**config.mk**
```make
export PLATFORM = sky130hd
export DESIGN_NAME = mc_bus_seq
export DESIGN_NICKNAME = d
export VERILOG_FILES = /design/src/rtl/mc_pkg.sv /design/src/rtl/mc_slot_ctr.sv /design/src/rtl/mc_bus_ctl.sv /design/src/rtl/mc_instr_ctr.sv /design/src/rtl/mc_bus_seq.sv
export SDC_FILE = /design/constraint.sdc
export NUM_CORES = 1
export LEC_CHECK = 0
export BUFFER_PORTS_ARGS = -buffer_cell sky130_fd_sc_hd__buf_4
export CAP_MARGIN = 10
export CORE_UTILIZATION = 26
export CTS_CLUSTER_DIAMETER = 50
export DETAILED_ROUTE_END_ITERATION = 8
export GPL_ROUTABILITY_DRIVEN = 1
export PLACE_DENSITY = 0.45
export SYNTH_ARGS = -nofsm -noshare
export SYNTH_HDL_FRONTEND = slang
export SYNTH_SLANG_ARGS = --single-unit
```
**constraint.sdc**
```tcl
create_clock -name clk_i -period 3 [get_ports clk_i]
set_clock_uncertainty 0.1 [all_clocks]
set_input_delay 0.15 -clock clk_i [delete_from_list [all_inputs] [get_ports clk_i]]
set_output_delay 0.15 -clock clk_i [all_outputs]
set_load 0.05 [all_outputs]
```
**src/rtl/mc_pkg.sv**
```systemverilog
package mc_pkg;
  localparam int MC_STATES  = 6;
  localparam int MC_PHASES  = 2;
  localparam int MC_SLOTS   = MC_STATES * MC_PHASES;
  localparam int MC_STATE_W = $clog2(MC_STATES);
  localparam int MC_SLOT_W  = MC_STATE_W + 1;

  // slot = state * 2 + phase
  localparam int SLOT_ALE   = 1 * MC_PHASES + 0;  // S2P1
  localparam int SLOT_STB_A = 1 * MC_PHASES + 1;  // S2P2
  localparam int SLOT_STB_Z = 5 * MC_PHASES + 0;  // S6P1
  localparam int SLOT_SMP   = 2 * MC_PHASES + 0;  // S3P1
  localparam int SLOT_LAT   = 2 * MC_PHASES + 1;  // S3P2
  localparam int SLOT_LAST  = MC_SLOTS - 1;       // S6P2

  typedef enum logic [1:0] {
    CYC_FETCH = 2'b00,
    CYC_READ  = 2'b01,
    CYC_WRITE = 2'b10,
    CYC_RSVD  = 2'b11
  } cyc_e;
endpackage

```
**src/rtl/mc_slot_ctr.sv**
```systemverilog
module mc_slot_ctr
  import mc_pkg::*;
(
  input  logic                  clk_i,
  input  logic                  rst_ni,
  output logic [MC_STATE_W-1:0] state_o,
  output logic                  phase_o,
  output logic [MC_SLOT_W-1:0]  slot_o,
  output logic                  last_o
);
  localparam logic [MC_STATE_W-1:0] STATE_MAX = MC_STATE_W'(MC_STATES - 1);

  logic [MC_STATE_W-1:0] state_q;
  logic                  phase_q;

  always_ff @(posedge clk_i or negedge rst_ni) begin
    if (!rst_ni) begin
      state_q <= '0;
      phase_q <= 1'b0;
    end else begin
      phase_q <= ~phase_q;
      if (phase_q) state_q <= (state_q == STATE_MAX) ? '0 : state_q + 1'b1;
    end
  end

  assign state_o = state_q;
  assign phase_o = phase_q;
  assign slot_o  = {state_q, phase_q};
  assign last_o  = (state_q == STATE_MAX) && phase_q;

  AST_SLOT_WRAP: assert property (@(posedge clk_i) disable iff (!rst_ni)
    last_o |=> (slot_o == '0));
  AST_SLOT_STEP: assert property (@(posedge clk_i) disable iff (!rst_ni)
    !last_o |=> (slot_o == $past(slot_o) + 1'b1));
endmodule

```
**src/rtl/mc_bus_ctl.sv**
```systemverilog
module mc_bus_ctl
  import mc_pkg::*;
#(
  parameter int ADDR_W = 16,
  parameter int DATA_W = 8
) (
  input  logic                 clk_i,
  input  logic                 rst_ni,
  input  logic [MC_SLOT_W-1:0] slot_i,
  input  cyc_e                 cyc_i,
  input  logic [ADDR_W-1:0]    addr_i,
  input  logic [DATA_W-1:0]    wdata_i,
  input  logic [DATA_W-1:0]    ad_i,
  output logic                 ale_o,
  output logic                 psen_no,
  output logic                 rd_no,
  output logic                 wr_no,
  output logic [DATA_W-1:0]    ad_o,
  output logic                 ad_oe_o,
  output logic [ADDR_W-DATA_W-1:0] addr_hi_o,
  output logic [DATA_W-1:0]    rdata_o
);
  localparam logic [MC_SLOT_W-1:0] S_ALE   = MC_SLOT_W'(SLOT_ALE);
  localparam logic [MC_SLOT_W-1:0] S_STB_A = MC_SLOT_W'(SLOT_STB_A);
  localparam logic [MC_SLOT_W-1:0] S_STB_Z = MC_SLOT_W'(SLOT_STB_Z);
  localparam logic [MC_SLOT_W-1:0] S_SMP   = MC_SLOT_W'(SLOT_SMP);
  localparam logic [MC_SLOT_W-1:0] S_LAT   = MC_SLOT_W'(SLOT_LAT);
  localparam logic [MC_SLOT_W-1:0] S_LAST  = MC_SLOT_W'(SLOT_LAST);

  logic is_wr, is_rd, is_fe, stb_win, addr_ph;
  logic [DATA_W-1:0] smp_q, rdata_q;

  assign is_wr   = (cyc_i == CYC_WRITE);
  assign is_rd   = (cyc_i == CYC_READ);
  assign is_fe   = !is_wr && !is_rd;
  assign stb_win = (slot_i >= S_STB_A) && (slot_i <= S_STB_Z);
  assign addr_ph = (slot_i <= S_ALE);

  assign ale_o     = (slot_i == S_ALE);
  assign psen_no   = !(stb_win && is_fe);
  assign rd_no     = !(stb_win && is_rd);
  assign wr_no     = !(stb_win && is_wr);
  assign ad_oe_o   = addr_ph || is_wr;
  assign ad_o      = addr_ph ? addr_i[DATA_W-1:0] : wdata_i;
  assign addr_hi_o = addr_i[ADDR_W-1:DATA_W];
  assign rdata_o   = rdata_q;

  // two-step capture: sample at end of S3P1, present at end of S3P2
  always_ff @(posedge clk_i or negedge rst_ni) begin
    if (!rst_ni) begin
      smp_q   <= '0;
      rdata_q <= '0;
    end else if (!is_wr) begin
      if (slot_i == S_SMP) smp_q   <= ad_i;
      if (slot_i == S_LAT) rdata_q <= smp_q;
    end
  end

  AST_ALE_SINGLE: assert property (@(posedge clk_i) disable iff (!rst_ni)
    ale_o |=> !ale_o);
  AST_STB_EXCL: assert property (@(posedge clk_i) disable iff (!rst_ni)
    $countones({~psen_no, ~rd_no, ~wr_no}) <= 1);
  AST_STB_IDLE_END: assert property (@(posedge clk_i) disable iff (!rst_ni)
    (slot_i == S_LAST) |-> (psen_no && rd_no && wr_no));
  AST_WR_DRIVES: assert property (@(posedge clk_i) disable iff (!rst_ni)
    !wr_no |-> ad_oe_o);
  AST_RDATA_HOLD: assert property (@(posedge clk_i) disable iff (!rst_ni)
    (slot_i != S_LAT) |=> $stable(rdata_o));
endmodule

```
**src/rtl/mc_instr_ctr.sv**
```systemverilog
module mc_instr_ctr #(
  parameter int LEN_W = 3
) (
  input  logic             clk_i,
  input  logic             rst_ni,
  input  logic             last_slot_i,
  input  logic [LEN_W-1:0] len_i,
  output logic             done_o
);
  logic [LEN_W-1:0] cnt_q, len_q;
  logic             last_mc;

  assign last_mc = ({1'b0, cnt_q} + 1'b1) >= {1'b0, len_q};
  assign done_o  = last_slot_i && last_mc;

  always_ff @(posedge clk_i or negedge rst_ni) begin
    if (!rst_ni) begin
      cnt_q <= '0;
      len_q <= LEN_W'(1);
    end else if (last_slot_i) begin
      if (last_mc) begin
        cnt_q <= '0;
        len_q <= (len_i == '0) ? LEN_W'(1) : len_i;
      end else begin
        cnt_q <= cnt_q + 1'b1;
      end
    end
  end

  AST_CNT_BOUND: assert property (@(posedge clk_i) disable iff (!rst_ni)
    cnt_q < len_q);
  AST_DONE_PULSE: assert property (@(posedge clk_i) disable iff (!rst_ni)
    done_o |=> !done_o);
endmodule

```
**src/rtl/mc_bus_seq.sv**
```systemverilog
module mc_bus_seq
  import mc_pkg::*;
#(
  parameter int ADDR_W = 16,
  parameter int DATA_W = 8,
  parameter int LEN_W  = 3
) (
  input  logic                     clk_i,
  input  logic                     rst_ni,
  input  logic [1:0]               cyc_type_i,
  input  logic [ADDR_W-1:0]        addr_i,
  input  logic [DATA_W-1:0]        wdata_i,
  input  logic [LEN_W-1:0]         len_i,
  input  logic [DATA_W-1:0]        ad_i,
  output logic [MC_STATE_W-1:0]    state_o,
  output logic                     phase_o,
  output logic                     ale_o,
  output logic                     psen_no,
  output logic                     rd_no,
  output logic                     wr_no,
  output logic [DATA_W-1:0]        ad_o,
  output logic                     ad_oe_o,
  output logic [ADDR_W-DATA_W-1:0] addr_hi_o,
  output logic [DATA_W-1:0]        rdata_o,
  output logic                     done_o
);
  logic [MC_SLOT_W-1:0] slot;
  logic                 last;
  cyc_e                 cyc_q;
  logic [ADDR_W-1:0]    addr_q;
  logic [DATA_W-1:0]    wdata_q;

  mc_slot_ctr i_slot (
    .clk_i, .rst_ni,
    .state_o, .phase_o,
    .slot_o (slot),
    .last_o (last)
  );

  // request is taken only at the cycle boundary
  always_ff @(posedge clk_i or negedge rst_ni) begin
    if (!rst_ni) begin
      cyc_q   <= CYC_FETCH;
      addr_q  <= '0;
      wdata_q <= '0;
    end else if (last) begin
      cyc_q   <= cyc_e'(cyc_type_i);
      addr_q  <= addr_i;
      wdata_q <= wdata_i;
    end
  end

  mc_bus_ctl #(.ADDR_W(ADDR_W), .DATA_W(DATA_W)) i_bus (
    .clk_i, .rst_ni,
    .slot_i  (slot),
    .cyc_i   (cyc_q),
    .addr_i  (addr_q),
    .wdata_i (wdata_q),
    .ad_i, .ale_o, .psen_no, .rd_no, .wr_no,
    .ad_o, .ad_oe_o, .addr_hi_o, .rdata_o
  );

  mc_instr_ctr #(.LEN_W(LEN_W)) i_instr (
    .clk_i, .rst_ni,
    .last_slot_i (last),
    .len_i,
    .done_o
  );

  AST_REQ_HOLD: assert property (@(posedge clk_i) disable iff (!rst_ni)
    !last |=> $stable({cyc_q, addr_q, wdata_q}));
  AST_DONE_AT_END: assert property (@(posedge clk_i) disable iff (!rst_ni)
    done_o |-> (state_o == MC_STATE_W'(MC_STATES - 1)) && phase_o);
  AST_ALE_BUS: assert property (@(posedge clk_i) disable iff (!rst_ni)
    ale_o |-> ad_oe_o && (ad_o == addr_q[DATA_W-1:0]));
endmodule

```
; ---- Yosys cells after proc, flatten, opt, wreduce, memory -nomap -nowiden
; Cells that the tools add are included.
[word_totals]
regBits = 52
in_bits = 39
output_inout_bits = 34
elab_cells = 45
[classes]
n_addsub = 3
magnitude_cmp = 4
n_eq_ne = 6
muxes = 4
bitwise_logic = 2
n_reduce_logical = 17
[ops]
columns = cell, n
row1 = $mux 3, 3
row2 = $eq 4x3->1 const B, 2
row3 = $mux 8, 1
row4 = $logic_and 1x1->1, 7
row5 = $add 3x1->3 const B, 2
row6 = $reduce_and 2->1, 3
row7 = $logic_not 1->1, 5
row8 = $add 3x1->4 const B, 1
row9 = $eq 4x2->1 const B, 1
row10 = $ge 4x2->1 const B, 1
row11 = $ge 4x3->1, 1
row12 = $le 4x2->1 const B, 1
row13 = $le 4x4->1 const B, 1
row14 = $eq 3x3->1 const B, 1
row15 = $logic_not 3->1, 1
row16 = $eq 2x1->1 const B, 1
row17 = $eq 2x2->1 const B, 1
row18 = $not 1->1, 2
row19 = $logic_or 1x1->1, 1

; ---- Depth between registers and ports, before layout
[depth]
ltp_word = 5
depth_mapped = 7
depth_no_buf = 7

; ---- Hierarchy
; A second synthesis with hierarchy kept.
[unflattened]
hier_cells = 169
area_unflattened_um2 = 2541.2
[modules_own_cells]
columns = mod, instances, cells_per_inst, area_per_inst_um2
row1 = mc_bus_seq, 1, 55, 1069.8
row2 = mc_bus_ctl, 1, 65, 897.1
row3 = mc_instr_ctr, 1, 33, 384.1
row4 = mc_slot_ctr, 1, 16, 190.2

; ---- Least setup slack after synthesis
; Ideal clock, no wire load.
[synth_timing]
path_kind = reg2reg
startpoint = reg i_instr.cnt_q[0]
endpoint = reg i_instr.len_q[1]
setup_ps = 125
arrival_ps = 1940
required_ps = 2775
path_slack_ps = 836
stages_incl_launch_ff = 8
period_less_slack_ps = 2164
path_cell_list = dfrtp_1 ha_1 xor2_1 ha_1 and2_1 a211o_1 nand2_1 mux2_2
[synth_between]
elab_chain_cells = 3
[synth_rtl]
columns = element, line_no
row1 = "start, declared", mc_instr_ctr.sv:10  ; logic [LEN_W-1:0] cnt_q, len_q;
row2 = "start signal, assigned", mc_instr_ctr.sv:25  ; cnt_q <= cnt_q + 1'b1;
row3 = $add 3x1->4, mc_instr_ctr.sv:13  ; assign last_mc = ({1'b0, cnt_q} + 1'b1) >= {1'b0, len_q};
row4 = $ge 4x3->1, mc_instr_ctr.sv:13
row5 = $reduce_and 2->1 (no source line), n/a
row6 = "end signal, assigned", mc_instr_ctr.sv:23  ; len_q <= (len_i == '0) ? LEN_W'(1) : len_i;
row7 = "end, declared", mc_instr_ctr.sv:10
; Every way passes these cells.
; A chain may end at the register's enable or synchronous reset.

; ---- Worst setup path in the final report
[layout_timing]
startpoint = reg i_instr.cnt_q[0]
endpoint = out done_o
[layout_between]
elab_chain_cells = 3
[layout_rtl]
columns = element, line_no
row1 = $add 3x1->4, mc_instr_ctr.sv:13
row2 = $ge 4x3->1, mc_instr_ctr.sv:13
row3 = $logic_and 1x1->1, mc_instr_ctr.sv:14  ; assign done_o = last_slot_i && last_mc;
row4 = "end, declared", mc_bus_seq.sv:25  ; output logic done_o
; Every way passes these cells.

==> flow_summary.yaml <==
clock_network:
  clk_latency_ns: 0.30
  cts_resized: 0
  numCtsBuffers: 5
  cts_root_buf: "clkbuf_8"
  cts.sinks: 52
  ctsHoldBuffers: 37
  post_cts_buffers: 0
  cts.clk_slew.worst_paths_ns: 0.09
  clock_path_buffers: 2
  htreeDepth: 2
  cts_tree: "built"
global_route:
  gr-total-overflow: 0
  grt_max_degree: 53
  grt_pass1_vias: 1888
  grt_pass1_wl_um: 8850
  antenna_found_initial: 0
  track_usage_pct: 11.6
synth:
  synth_area_sq_um: 2370
  synthesis.nets: 266
  synth_xor_area_share_pct: 1.11
  synth_async_sr_flop_share_pct: 100
  synth-simple-area-share_pct: 17.8
  synth_compound_area_share_pct: 3.01
  synth_top_area_share_pct: 53.8
  avgSynthCellArea_sq_um: 10.7
  seq_area_frac_synth_pct: 54.9
  ys_ff_latch: 52
  synth_fa_ha_area_share_pct: 3.17
  ys_top_cells_by_count: "nand2_1 (84), dfrtp_1 (51), mux2_2 (20)"
  synth_cell_types: 27
  yosys.area.top_type: "dfrtp_1"
  synth_mux_area_share_pct: 14.6
  netlist_instances: 221
  post-synth-top-count-cell: "nand2_1"
  synthTopCellsByArea: "dfrtp_1 (54%), nand2_1 (13%), mux2_2 (9.5%), mux2_4 (5.1%), buf_4 (3.2%)"
  ys_warn_count: 0
  synth_edf_count: 0
  synth_top_family_by_area: "simple AND/OR/NAND/NOR gates"
  synth-main-ff-cell: "dfrtp_1"
run:
  cap_violations: 0
timing:
  finalHoldViolations: 0
  fin_hold_ws_ns: 0.0831
  tns_ns: 0
  fmax_ghz: 0.391
  slew_headroom_pct: 54.0
  slew_violations: 0
  tightest_slew_ns: 0.690
  finalSetupViolations: 0
  rsz0062_at_grt: "false"
  period_share_pct: 85.2
  fin_crit_ns: 2.55
worst_setup_path:
  crit_path_start_kind: "flip-flop"
  end_kind: "output pin"
  rr_worst_depth: 7
  path_depth: 8
  worst-path-max-fanout: 5
  slowest_delay_ns: 0.43
  cp-startpoint: "i_instr.cnt_q[0]$_DFFE_PN0N_"
  path_cells: "ha_1 > xor2_1 > ha_1 > and2_1 > a211o_1 > nand2_1 > inv_1 > buf_4"
  rrSetupSlack_ns: 0.69
  slowest_stage: "dfrtp_1"
  crit_buf_inv: 2
  critPathKind: "reg -> out"
  crit_arrival_ns: 2.30
  cp_top_family: "adder cells"
  worstReg2RegStart: "i_instr.cnt_q[0]$_DFFE_PN0N_"
  cpMostUsedCell: "ha_1"
  reg2reg_to: "i_instr.len_q[1]$_DFFE_PN0P_"
  setup.worst_path.end: "done_o"
  crit_required_ns: 2.75
worst_hold_path:
  hold_class: "in -> reg"
placed_design:
  place_hpwl_um: 3510
  globalplace.congestion: 0.717
  port_buffers: 72
die:
  fp.dieH_um: 97.5
  die_w_um: 97.5
  core_sq_um: 8760
  rows: 34
  start_util_pct: 27.1
  dieArea_sq_um: 9510
  ios: 73
drt:
  vias: 1829
  vias_per_cell: 4.22
  firstDrtPassIters: 4
  drc_errors: 0
  final_antenna_net_count: 0
  drt-initial-drc-count: 31
  routedWlPerCell_um: 11.9
  drt_wl_total_um: 5160
final_layout:
  syn_to_final_growth_pct: 46.5
  nets: 369
  num_antenna_cells: 0
  drive_gt1_share_pct: 35.7
power:
  clkPwrFrac_pct: 29.0
  p_comb_share_pct: 25.5
  p_total_w: 0.00182
  irDropWorstVdd_mv: 0.196
  p_leak_nw: 1.74
  internal-power_w: 0.00130
  power.share.switching_pct: 28.4
  p_seq_share_pct: 45.4
  p_sw_w: 0.000518
  powerDensity_nw_per_um2: 525
outcome:
  status: "completed"
[power by group through the flow]
stage	registers, W	logic, W	clock network, W
floorplan	0.000876	0.000254	0
global placement	0.000843	0.000413	0
detailed placement	0.000843	0.000428	0
CTS	0.000830	0.000469	0.000553
global route	0.000841	0.000508	0.000580
finish	0.000828	0.000465	0.000529
[placed cells by master, fill, tap and decap left out, drive strengths merged]
cell type,instances
a211o,1
a21o,2
a21oi,2
and2,2
and3,2
and4b,1
buf,76
bufinv,1
clkbuf,7
dfrtp,51
dfstp,1
dlygate4sd3,37
ha,6
inv,6
mux2,28
nand2,84
nand2b,2
nand4b,1
nor2,1
nor3b,1
nor4,1
o21ai,6
o21bai,1
or2,1
or4,1
xnor2,1
xor2,2
[metrics by stage]
stage	instances	cell area [sq um]	setup slack (ns)	utilization [%]
2_1_floorplan	221	2370	0.836	-
3_3_place_gp	388	2980	0.754	34.0
3_5_place_dp	388	2980	0.717	34.0
4_1_cts	433	3470	0.429	39.6
5_1_grt	433	3470	0.325	39.6
6_report	433	3470	0.445	39.6
[cell type report]
| cell class | instances | area [sq um] |
|---|---|---|
| flip-flops and latches | 52 | 1300 |
| inverters | 6 | 22.5 |
| multi-input cells | 146 | 947 |
| clock inverters | 1 | 30.0 |
| repair buffers | 113 | 941 |
| well taps | 108 | 135 |
| clock buffers | 7 | 96.3 |
| fillers | 902 | 5290 |
[registers in the layout, indices dropped and copies added, names as in the netlist]
signal	count
addr_q	16
i_bus.rdata_o	8
i_bus.smp_q	8
wdata_q	8
i_instr.cnt_q	3
i_instr.len_q	3
i_slot.state_o	3
cyc_q	2
i_slot.phase_o	1
[metal layers]
layer | vias to the layer above | global-route usage (%) | part of all wire (%)
met2 | 48 | 20.5 | 47
met5 | - | 0 | 0
met4 | 0 | 3.39 | 0.56
met3 | 2 | 2.59 | 4.2
met1 | 863 | 14.1 | 48
li1 | 916 | - | -
[worst min-delay path, cell delays in order]
cell and delay (ns):
buf_4 0.07, o21bai_1 0.09, mux2_2 0.15
[worst min path at each step]
| stage | from | endpoint | slack, ns | cells after the start |
|---|---|---|---|---|
| 2_1_floorplan | rst_ni | addr_q[0]$_DFFE_PN0N_ | -0.25 | 0 |
| 3_3_place_gp | rst_ni | i_bus.rdata_o[5]$_DFFE_PN0P_ | 0.15 | 1 |
| 3_5_place_dp | rst_ni | i_bus.rdata_o[5]$_DFFE_PN0P_ | 0.15 | 1 |
| 4_1_cts | len_i[0] | i_instr.len_q[0]$_DFFE_PN1P_ | 0.07 | 3 |
| 5_1_grt | len_i[0] | i_instr.len_q[0]$_DFFE_PN1P_ | 0.10 | 3 |
| 6_report | len_i[0] | i_instr.len_q[0]$_DFFE_PN1P_ | 0.08 | 3 |
[logic make-up after synthesis]
kind of cell / after synthesis
flip-flops: 52
AO/OA/AOI/OAI: 12
AND/OR/NAND/NOR: 97
adder cells (fa/ha/maj): 6
XOR/XNOR: 3
buffers and inverters: 23
multiplexers: 28
No activity file was read; power rests on OpenSTA's default activity.
